**config.mk**
```make
export PLATFORM = sky130hd
export DESIGN_NAME = vram_addr_mux
export DESIGN_NICKNAME = d
export VERILOG_FILES = /design/src/rtl/vram_addr_mux.sv
export SDC_FILE = /design/constraint.sdc
export NUM_CORES = 2
export LEC_CHECK = 0
export BUFFER_PORTS_ARGS = -buffer_cell sky130_fd_sc_hd__buf_2
export CORE_ASPECT_RATIO = 0.9
export CORE_MARGIN = 2
export CORE_UTILIZATION = 60
export DETAILED_ROUTE_END_ITERATION = 8
export GPL_TIMING_DRIVEN = 0
export HOLD_SLACK_MARGIN = 0.03
export PLACE_DENSITY_LB_ADDON = 0.05
export RECOVER_POWER = 50
export SLEW_MARGIN = 0
export SYNTH_ARGS = -nofsm -noshare
export SYNTH_HDL_FRONTEND = slang
export SYNTH_SLANG_ARGS = --single-unit
```
**constraint.sdc**
```tcl
create_clock -name clk -period 2.8 [get_ports clk]
set_clock_uncertainty 0.15 [all_clocks]
set_input_delay 0.14 -clock clk [delete_from_list [all_inputs] [get_ports clk]]
set_output_delay 0.14 -clock clk [all_outputs]
set_load 0.02 [all_outputs]
```
**src/rtl/vram_addr_mux.sv**
```systemverilog
module vram_addr_mux #(
  parameter int ADDR_W        = 16,
  parameter int ROWS          = 128,
  parameter int REFRESH_LIMIT = 32000
) (
  input  logic                clk,
  input  logic                rst_n,
  input  logic [1:0]          slot_ph,
  input  logic [ADDR_W-1:0]   cpu_addr,
  input  logic                cpu_mreq,
  input  logic                cpu_rom,
  input  logic                cpu_rfsh,
  input  logic [ADDR_W-1:0]   vid_addr,
  output logic [ADDR_W/2-1:0] dram_a,
  output logic                ras_n,
  output logic                cas_n,
  output logic                cpu_wait,
  output logic                refresh_err
);
  localparam int HALF  = ADDR_W / 2;
  localparam int ROW_W = $clog2(ROWS);
  localparam int AGE_W = $clog2(REFRESH_LIMIT + 1);
  localparam logic [1:0] PH_CPU_ROW = 2'd0;
  localparam logic [1:0] PH_CPU_COL = 2'd1;
  localparam logic [1:0] PH_VID_ROW = 2'd2;
  localparam logic [1:0] PH_VID_COL = 2'd3;
  localparam logic [AGE_W-1:0] AGE_MAX = AGE_W'(REFRESH_LIMIT);

  logic [HALF-1:0]  vid_hi, cpu_hi;
  logic             cpu_act, rom_q;
  logic             row_go;
  logic [ROW_W-1:0] row_sel;
  logic [ROWS-1:0]  row_stale;

  wire unused_rfsh = cpu_rfsh;

  assign cpu_wait = cpu_mreq &&
                    !(slot_ph == PH_CPU_ROW || (slot_ph == PH_CPU_COL && cpu_act));

  assign row_go  = (slot_ph == PH_VID_ROW) || (slot_ph == PH_CPU_ROW && cpu_mreq);
  assign row_sel = (slot_ph == PH_VID_ROW) ? vid_addr[ROW_W-1:0] : cpu_addr[ROW_W-1:0];

  always_ff @(posedge clk or negedge rst_n) begin
    if (!rst_n) begin
      dram_a  <= '0;
      ras_n   <= 1'b1;
      cas_n   <= 1'b1;
      vid_hi  <= '0;
      cpu_hi  <= '0;
      cpu_act <= 1'b0;
      rom_q   <= 1'b0;
    end else begin
      case (slot_ph)
        PH_CPU_ROW: begin
          cas_n   <= 1'b1;
          cpu_act <= cpu_mreq;
          if (cpu_mreq) begin
            dram_a <= cpu_addr[HALF-1:0];
            cpu_hi <= cpu_addr[ADDR_W-1:HALF];
            rom_q  <= cpu_rom;
            ras_n  <= 1'b0;
          end else begin
            ras_n  <= 1'b1;
          end
        end
        PH_CPU_COL: begin
          cpu_act <= 1'b0;
          if (cpu_act) begin
            dram_a <= cpu_hi;
            ras_n  <= 1'b0;
            cas_n  <= rom_q;
          end else begin
            ras_n  <= 1'b1;
            cas_n  <= 1'b1;
          end
        end
        PH_VID_ROW: begin
          dram_a  <= vid_addr[HALF-1:0];
          vid_hi  <= vid_addr[ADDR_W-1:HALF];
          ras_n   <= 1'b0;
          cas_n   <= 1'b1;
          cpu_act <= 1'b0;
        end
        default: begin
          dram_a  <= vid_hi;
          ras_n   <= 1'b0;
          cas_n   <= 1'b0;
          cpu_act <= 1'b0;
        end
      endcase
    end
  end

  for (genvar r = 0; r < ROWS; r++) begin : g_row
    logic [AGE_W-1:0] age;
    always_ff @(posedge clk or negedge rst_n) begin
      if (!rst_n)
        age <= '0;
      else if (row_go && row_sel == ROW_W'(r))
        age <= '0;
      else if (age != AGE_MAX)
        age <= age + 1'b1;
    end
    assign row_stale[r] = (age == AGE_MAX);
  end

  always_ff @(posedge clk or negedge rst_n) begin
    if (!rst_n)
      refresh_err <= 1'b0;
    else if (|row_stale)
      refresh_err <= 1'b1;
  end
endmodule

```
* Word level (Yosys, flattened, before mapping)
Cells that the tools add are included.
Storage, ports and cells: register bits 1949, bits of input ports 39, output and inout bits 12, word-level logic and storage cells 1185
Operators by class: add/subtract/negate cells 128, equal/unequal tests 387, muxes and demuxes 266, reduce and logical (&&, ||, !) cells 268
Operators with widths (count):
- 15-bit 2-to-1 mux | 256
- 15-bit by 1-bit adder with 15-bit output (second input constant) | 128
- 15-bit equality test (second input constant) | 128
- 15-bit inequality test (second input constant) | 128
- 7-bit equality test (second input constant) | 64
- 2-bit nonzero test | 128
- 7-bit by 6-bit equality test with 1-bit output (second input constant) | 32
- 1-bit logical AND | 131
- 128-bit OR reduction | 1
- 7-bit by 5-bit equality test with 1-bit output (second input constant) | 16
- 7-bit by 4-bit equality test with 1-bit output (second input constant) | 8
- 7-bit by 3-bit equality test with 1-bit output (second input constant) | 4
- 8-bit one-hot mux with 3 select lines | 1
- 8-bit 2-to-1 mux | 2
- 7-bit by 2-bit equality test with 1-bit output (second input constant) | 2
- 7-bit by 1-bit equality test with 1-bit output (second input constant) | 1
- 7-bit logical NOT | 1
- 7-bit 2-to-1 mux | 1
- 1-bit 2-to-1 mux | 4
- 2-bit inequality test (second input constant) | 2
- 1-bit one-hot mux with 2 select lines | 2
- 2-bit AND reduction | 2
- 2-bit by 1-bit equality test with 1-bit output (second input constant) | 1
- 2-bit equality test (second input constant) | 1
- 4 further kinds | 5

* Longest topological paths before layout
word-level depth 5, mapped depth 10, mapped depth without buffers 8

* Least setup slack after synthesis
Ideal clock, no wire load.
kind register to register, from reg g_row[59].age[7], to reg g_row[59].age[13], data arrival time 1.992 ns, setup slack 0.537 ns, stages on the path, launching flop included 6, path buffers 0, path through dfrtp_1 -> or4b_2 -> nor4_1 -> nand3b_1 -> xor2_1 -> nor2_1
Between the ends: cells in the longest elaborated chain, start to end 3
Ends and longest elaborated chain:
- start: declaration | line 95 | logic [AGE_W-1:0] age;
- start signal: assignment | line 102 | age <= age + 1'b1;
- 15-bit by 1-bit adder with 15-bit output | line 102
- 15-bit 2-to-1 mux | line 101 | else if (age != AGE_MAX)
- 15-bit 2-to-1 mux | line 99 | else if (row_go && row_sel == ROW_W'(r))
Several ways; a longest one is shown, not always the timed one. The select of a mux whose other input is x is not followed. A chain may end at the register's enable or synchronous reset.

* Worst setup path in the final report
from in slot_ph[1], to reg g_row[110].age[9]
Between the ends: cells in the longest elaborated chain, start to end 5
Ends and longest elaborated chain:
- start: declaration | line 8 | input logic [1:0] slot_ph,
- 2-bit equality test / 2-bit logical NOT (equally long branches) | line 40, 41
- 7-bit 2-to-1 mux / 1-bit logical AND (equally long branches) | line 41, 40
- 7-bit equality test / 1-bit logical OR (equally long branches) | line 99, 40
- 1-bit logical AND * | line 99
- 15-bit 2-to-1 mux / 2-bit nonzero test (equally long branches)
- end signal: assignment | line 102
- end: declaration | line 95
Every way passes the cells marked *; elsewhere a longest branch is shown, timed or not.

==> results.cfg <==
[placement]
dpl.hpwl_um = 132500
dp_slack_ps = -1218
place.gp.congestion = 0.8454
portBuffers = 49
place_inst = 12120

[setup_path]
reg2reg_to = refresh_err
r2r-start = g_row[57].age[0]
crit_arrival_ps = 3330
cp.required_ps = 3340
reg2reg_slack_ps = 50
critical-path-slowest-cell = nand3_2
path_max_fanout = 10
cpPeakStageDelay_ps = 770
critPathTopFamily = simple AND/OR/NAND/NOR gates
cp-start-kind = primary input
path_cells = buf_2, nand2b_1, buf_8, buf_4, o21ai_2, nand3_2, nor2_2, buf_2, nor2_1
cp.depth = 9
critPathLaunch = slot_ph[1]
crit_path_end_kind = flip-flop
crit_type = primary input to flip-flop
path_buf_inv = 4
cpMostUsedCell = buf_2
ff2ff_path_depth = 8

[yosys]
syn_area_per_cell_um2 = 9.759
synth_most_common_cell = nor2_1
synthDistinctLibCells = 53
synth_seq_area_share = 0.5027
synth_commonest_cells = nor2_1, dfrtp_1, xnor2_1, xor2_1, nand3_1
ys_top_cells_by_area = dfrtp_1, nor2_1, xnor2_1, xor2_1, ha_1
async_reset_ff_frac = 1.000
ys_ff_latch = 1949
synth_nets = 10240
yosys.area.top_type = dfrtp_1
syn_area_um2 = 97020
synth_edf_count = 0
yosys_warnings = 0
dominantRegCellSynth = dfrtp_1
synth_cells = 9942
synth_top_area_frac = 0.5022

[cells_and_area]
instances_no_fill = 12590
n_fill_cell = 12480
drive_gt1_frac = 0.08082
synthToLayoutAreaGrowth_pct = 11.88
finalNetCount = 10600

[global_route]
grt.total_usage = 0.2423
overflow = 0
grt_max_degree = 164
antenna_found_initial = 3
grt_pass1_wl_um = 335600
grt_pass1_vias = 68390

[drt]
drt_pass1_iterations = 8
drcViolationCount = 0
ant_nets = 0
vias = 68810
routedWlPerCell_um = 15.74
vias_per_cell = 5.467
initialDrtViolationCount = 4192
routed_wl_um = 198100

[sta]
timing.fmax_mhz = 358.7
timing.hold.ws_ps = -82.98
hold_viol = 24
setup_viol = 0
fin_crit_ps = 2788
post-route-period-util = 0.9958
worst_pin_slew_ps = 1527
fin_ws_ps = 11.81
relSlewSlack = -0.01806
maxSlewViolCount = 98

[floorplanning]
die_area_um2 = 164900
core-area_um2 = 160000
die_width_um = 427.9
num_io_pins = 51
num_rows = 139
start_util = 0.6064
die-height_um = 385.5

[clock_network]
htreeDepth = 4
cts_buffer_depth = 3
numCtsBuffers = 196
path_clk_slew_ps = 60
cts_tree = done
insertion_delay_ps = 840
root_buffer = clkbuf_16
clock_sinks = 1949

[run_status]
violations = negative hold slack, max-slew violations
status = complete, but fails checks

[power_and_ir_drop]
vdd_drop_max_uv = 573.6
p_per_area_nw_per_um2 = 806.5
p_leak_nw = 48.42

[worst_hold_path]
holdCritPathClass = primary input to asynchronous set/reset pin

[run]
drv_cap = 0
cells by family after synthesis:
group / share of synthesized area
simple gates: 0.2667
mux: 0.01337
compound gates: 0.009466
xor+xnor: 0.1529
flops: 0.5027
buf+inv: 0.02179
fa+ha+maj: 0.03301
worst max-delay path by stage:
stage | to | slack [ps]
final | g_row[110].age[9] | 10
after CTS | refresh_err | -230
after global placement | g_row[59].age[11] | -41750
after floorplan | g_row[59].age[13] | 540
after global routing | refresh_err | -10
after detailed placement | g_row[59].age[11] | -1220
worst min-delay path, cell delays in order:
cell and delay, ps:
buf_12 80, buf_16 90, buf_16 80, clkbuf_1 90, clkdlybuf4s25_1 340, buf_16 150
buf_16 340
layout make-up:
class	instances	area [um^2]	share of cell area
diodes	4	10.01	0.00009222
plain buffers	163	800.8	0.007377
clock buffers	280	5744	0.05292
clock inverters	84	1070	0.009856
inverters	343	1287	0.01186
multi-input cells	7480	46570	0.4290
flip-flops and latches	1949	48780	0.4494
well taps	2115	2646	0.02438
repair buffers	169	1633	0.01504
power breakdown:
group	switching (mW)	internal (mW)
logic	7.54	7.63
clock network	11.2	16.3
registers	9.10	35.8
total	27.8	59.7
per-layer routing:
metal / up-vias / track usage / wire length (um)
met3: 328 / 0.03218 / 6648
li1: 33920 / - / -
met4: 0 / 0.08655 / 7576
met2: 799 / 0.3922 / 90790
met1: 33770 / 0.3378 / 93050
met5: - / 0 / 0
state kept, by name (all words and copies together), names as in the netlist:
name	cells
rom_q	1
ras_n	1
refresh_err	1
cas_n	1
cpu_hi	8
dram_a	8
cpu_act	1
g_row.age	1920
vid_hi	8
placed cells by master, fill, tap and decap left out, drive strengths merged, types with 3 or more instances in the layout:
cell type / count
nand4b: 9
clkinvlp: 5
and2: 63
xor2: 844
nor3b: 3
mux2i: 64
mux4: 8
nand4: 396
or3b: 21
xnor2: 850
nand2: 550
dlygate4sd3: 70
dfrtp: 1947
o21ai: 18
nor3: 143
diode: 4
or2: 4
nor4b: 43
or4b: 73
bufinv: 22
and3: 441
nand3: 627
clkinv: 50
and4: 91
buf: 202
clkbuf: 339
or4: 84
inv: 350
or3: 17
a21oi: 140
mux2: 39
nor4: 140
nand2b: 100
nor2b: 72
ha: 256
nor2: 2331
nand3b: 42
per-stage QoR:
stage / utilization / setup TNS (ps) / total power [mW] / instance area, um^2
after CTS: 0.6758 / -20150 / 88.07 / 108100
after global routing: 0.6784 / -11.48 / 93.32 / 108500
final: 0.6784 / 0 / 87.55 / 108500
after floorplan: - / 0 / 54.95 / 97020
after detailed placement: 0.6269 / -1291620 / 59.92 / 100300
after global placement: 0.6244 / - / 58.77 / 99910
repair_timing:
item	in CTS	in global routing
endpoints found under the setup margin	255	553
gates resized for setup	22	93
pin swaps	1	15
cloned	2	3
hold buffers	71	7
hold endpoints to repair	663	150
buffers inserted	3	20
No activity file was read; power rests on OpenSTA's default activity.
